## src/rtl/misc_alias_reg.sv

```systemverilog
module misc_alias_reg #(
  parameter int ADDR_W        = 32,
  parameter int KEEP_W        = 16,
  parameter bit CLEAR_VARIANT = 1'b0,
  parameter int BASE_PLAIN    = 'h4020,
  parameter int BASE_CLEAR    = 'h6080
) (
  input  logic              clk,
  input  logic              rst_n,
  input  logic [ADDR_W-1:0] bus_addr,
  input  logic              bus_wr,
  input  logic              bus_rd,
  input  logic [63:0]       bus_wdata,
  output logic [63:0]       bus_rdata,
  output logic              irq,
  output logic              unmapped
);

  localparam int OFF_W  = ADDR_W - 3;
  localparam int LOW_W  = 64 - KEEP_W;
  localparam int BASE   = CLEAR_VARIANT ? BASE_CLEAR : BASE_PLAIN;
  localparam logic [OFF_W-1:0] OFF_BASE = OFF_W'(BASE);
  localparam logic [OFF_W-1:0] OFF_ALT  = OFF_W'(BASE + 1);
  localparam logic [OFF_W-1:0] OFF_OR   = OFF_W'(BASE + 2);

  logic [KEEP_W-1:0] field_q, field_d, alt_val;
  logic [OFF_W-1:0]  off;
  logic              hit_base, hit_alt, hit_or, mapped;
  logic [KEEP_W-1:0] wtop;

  assign off      = bus_addr[ADDR_W-1:3];
  assign hit_base = off == OFF_BASE;
  assign hit_alt  = off == OFF_ALT;
  assign hit_or   = off == OFF_OR;
  assign mapped   = hit_base | hit_alt | hit_or;
  assign wtop     = bus_wdata[63:LOW_W];

  generate
    if (CLEAR_VARIANT) begin : g_clear
      assign alt_val = '0;
    end else begin : g_and
      assign alt_val = field_q & wtop;
    end
  endgenerate

  always_comb begin
    field_d = field_q;
    if (bus_wr) begin
      if (hit_base)    field_d = wtop;
      else if (hit_alt) field_d = alt_val;
      else if (hit_or)  field_d = field_q | wtop;
    end
  end

  always_ff @(posedge clk or negedge rst_n) begin
    if (!rst_n) begin
      field_q   <= '0;
      irq       <= 1'b0;
      bus_rdata <= '0;
      unmapped  <= 1'b0;
    end else begin
      field_q   <= field_d;
      irq       <= field_d[KEEP_W-1];
      bus_rdata <= (bus_rd && hit_base) ? {field_q, {LOW_W{1'b0}}} : '0;
      unmapped  <= (bus_rd | bus_wr) & ~mapped;
    end
  end


  low_bits_zero_chk: assert property (@(posedge clk) disable iff (!rst_n)
    bus_rdata[LOW_W-1:0] == '0);


  irq_rise_cause_chk: assert property (@(posedge clk) disable iff (!rst_n)
    $rose(irq) |-> $past(bus_wr && mapped && !hit_alt));


  irq_fall_cause_chk: assert property (@(posedge clk) disable iff (!rst_n)
    $fell(irq) |-> $past(bus_wr && (hit_base || hit_alt)));


  nonbase_read_zero_chk: assert property (@(posedge clk) disable iff (!rst_n)
    $past(!(bus_rd && hit_base)) |-> bus_rdata == '0);


  unmapped_cause_chk: assert property (@(posedge clk) disable iff (!rst_n)
    unmapped |-> $past((bus_rd || bus_wr) && !mapped));


  unmapped_write_hold_chk: assert property (@(posedge clk) disable iff (!rst_n)
    $past(bus_wr && !mapped) |-> $stable(irq));

  generate
    if (CLEAR_VARIANT) begin : g_clear_chk

      clear_empties_chk: assert property (@(posedge clk) disable iff (!rst_n)
        $past(bus_wr && hit_alt) |-> !irq);
    end
  endgenerate

endmodule

```

## config.mk

```make
export PLATFORM = sky130hd
export DESIGN_NAME = misc_alias_reg
export DESIGN_NICKNAME = d
export VERILOG_FILES = /design/src/rtl/misc_alias_reg.sv
export SDC_FILE = /design/constraint.sdc
export NUM_CORES = 1
export LEC_CHECK = 0
export ABC_AREA = 1
export BUFFER_PORTS_ARGS = -buffer_cell sky130_fd_sc_hd__clkbuf_2
export CAP_MARGIN = 40
export CORE_MARGIN = 5
export CORE_UTILIZATION = 35
export DETAILED_ROUTE_END_ITERATION = 10
export GPL_ROUTABILITY_DRIVEN = 0
export PLACE_DENSITY_LB_ADDON = 0.05
export SLEW_MARGIN = 20
export SYNTH_ARGS = -nofsm -noshare
export SYNTH_HDL_FRONTEND = slang
export SYNTH_SLANG_ARGS = --single-unit
```

## constraint.sdc

```tcl
create_clock -name clk -period 1 [get_ports clk]
set_input_delay 0.05 -clock clk [delete_from_list [all_inputs] [get_ports clk]]
set_output_delay 0.05 -clock clk [all_outputs]
set_load 0.02 [all_outputs]
```

==> impl_metrics.toml <==
[clock_tree]
cts_setup_buffers = 0
cts_root_buffer = "clkbuf_8"
htree_levels = 2
cts.reportedPaths.clkPinSlew_ns = 0.07
clk_latency_ns = 0.28
clockBufferDepth = 2
clkSinkCount = 33
cts_tree = "built"
cts_inserted_buffers = 5

[grt]
grt_first_pass_wirelength_um = 8700
antenna_found_initial = 0
busiest_layer = "met2"
gr-usage-met2_pct = 21.36
grtUsageTotal_pct = 12.63
use_met3_pct = 4.050
grt_overflow_total = 0
grt_pass1_vias = 1964
grt_max_degree = 34
grt_use_met1_pct = 15.12

[worst_setup_path]
path_class = "reg -> reg"
required_ns = 1.18
crit_path_max_incr_delay_ns = 0.38
startpoint_type = "flop"
critPathTopFamily = "simple AND/OR/NAND/NOR gates"
slowest_stage = "dfrtp_1"
arrival_ns = 1.18
critPathMostFrequentCell = "nand2_1"
crit_path_end_kind = "flop"
cp_cell_sequence = "or2_2 -> nand2_1 -> nand3_2 -> nand2_1 -> inv_1"
cp_num_buf_inv = 1
worstPathMaxFanout = 2

[power]
power.density_mw_per_mm2 = 1089
total_power_mw = 3.076
irDropWorstVdd_uv = 718.9
power.leakage_nw = 1.787

[timing]
holdWs_ns = 0.02491
fin_worst_skew_ns = 0.004244
hold_viol_final = 0
setup_tns_ns = 0
finalCriticalPeriod_ns = 0.9971
rsz0062_at_grt = "true"
fmax_ghz = 1.003
finalSetupViolCount = 0
period_share_pct = 99.71
drv_slew = 0

[logic_synthesis]
synthCells = 335
synth_common_cells = "nand2_1 (103), inv_1 (59), buf_4 (48), nor2_1 (39), dfrtp_1 (33)"
yosys.area.top_type = "dfrtp_1"
yosys.area_share.simple_pct = 36.98
yosysSeqAreaShare_pct = 35.58
ys_warn_count = 0
synth_cell_types = 22
netlist.area_leader.share_pct = 35.58
synthXorXnorAreaFrac_pct = 0
syn_area_per_cell_um2 = 6.928
async_flop_share_pct = 100.0
synth-compound-area-share_pct = 0.2156
synthFlopType = "dfrtp_1"
synth_edf_count = 0
muxShareOfSynthArea_pct = 0
synthAdderAreaFrac_pct = 0
netlist_area_mm2 = 0.002321
yosysMostFrequentCell = "nand2_1"
synth_top_family_by_area = "simple AND/OR/NAND/NOR gates"
ys_ff_latch = 33
synth_area_leaders = "dfrtp_1 (36%), nand2_1 (17%), buf_4 (16%), inv_1 (9.5%), nor2_1 (6.3%)"

[placed_design]
portBuffers = 66
hpwl_um = 3943
dpl.cell_count = 484
placed_area_mm2 = 0.002679

[detailed_routing]
drcViolationCount = 0
vias = 1938
totalWireLength_um = 5013
final_antenna_net_count = 0
drt-pass1-iter-count = 4
drt_iter0_drc = 49
wl_per_cell_um = 10.17
via_per_inst = 3.931

[run]
maxCapViolCount = 0

[hold_path]
hp-class = "in -> reg"

[floorplanning]
initial_utilization_pct = 36.34
die_x_um = 91.44
core-area_mm2 = 0.006386
dieArea_mm2 = 0.008360
num_rows = 29
die_h_um = 91.44
io_pins = 166

[run_status]
outcome = "finished clean"

[finish]
stdcell_count = 493
antennaDiodeCount = 0
layout-drive-gt1-share_pct = 31.25
nNetsFinal = 515
syn_to_final_growth_pct = 21.73
post-route-cell-area_mm2 = 0.002825
## repair_timing
| action | in CTS | in global routing |
|---|---|---|
| hold buffers | 1 | 0 |
| resized for setup | 5 | 3 |
| hold endpoints to repair | 33 | 0 |
| pin swaps | 11 | 1 |
| setup endpoints to repair | 8 | 17 |
## where the power goes
part           switching [mW]  total [mW]  leakage, nW  internal, mW
logic                   0.302       0.430         1.36         0.128
registers            0.000422        1.34        0.374          1.34
clock network           0.496        1.31       0.0585         0.813
## state kept, by name (all words and copies together) (netlist names)
name       cells
bus_rdata     16
field_q       16
unmapped       1
## per-stage QoR
stage / setup WS (ns) / util, %
final: 0.002926 / 44.24
after global routing: -0.1093 / 44.24
after CTS: 0.0006761 / 44.12
after detailed placement: -0.2943 / 41.95
after global placement: -0.2835 / 41.95
after floorplan: -0.1620 / -
## cell usage in the layout, fill, tap and decap left out, types with 5 or more instances in the layout
cell type,n
or2_2,11
or2_4,5
nor2_2,5
buf_4,9
inv_1,57
clkbuf_2,66
nand2_1,101
nand3_2,12
nor2_1,34
clkbuf_8,6
nand3_1,8
dfrtp_1,32
conb_1,48
## metal layers
layer,routed length (um),up-vias
met5,0,-
met4,78,0
met3,425,6
met2,2378,70
met1,2130,830
li1,-,1032
## path summary, 6_finish.rpt
check / from / endpoint / slack (ns) / cells past startpoint
max in group asynchronous: rst_n / field_q[15]$_DFFE_PN0P_ / 0.55 / 3
worst min register to register: field_q[4]$_DFFE_PN0P_ / bus_rdata[52]$_DFF_PN0_ / 0.53 / 2
worst min-delay path: bus_wr / unmapped$_DFF_PN0_ / 0.02 / 3
min in group asynchronous: rst_n / bus_rdata[48]$_DFF_PN0_ / 0.26 / 3
worst max register to register: field_q[11]$_DFFE_PN0P_ / field_q[11]$_DFFE_PN0P_ / 0.003 / 5
worst max-delay path: field_q[11]$_DFFE_PN0P_ / field_q[11]$_DFFE_PN0P_ / 0.003 / 5
## tightest hold or removal path: cells and delay by family
kind / cells / cell delay (ns)
AO/OA/AOI/OAI: 1 / 0.04
AND/OR/NAND/NOR: 1 / 0.08
buffers and inverters: 1 / 0.09
## kinds of logic after synthesis
group	Yosys count
AO/OA/AOI/OAI	1
buffers and inverters	114
flip-flops	33
other	1
AND/OR/NAND/NOR	186
## layout make-up
| type | count | area, um2 |
|---|---|---|
| clock buffers | 7 | 86.33 |
| clock inverters | 1 | 30.03 |
| fillers | 678 | 3561 |
| inverters | 61 | 234.0 |
| multi-input cells | 235 | 1084 |
| flip-flops and latches | 33 | 827.0 |
| well taps | 77 | 96.34 |
| repair buffers | 79 | 467.9 |
No activity file was read; power rests on OpenSTA's default activity.
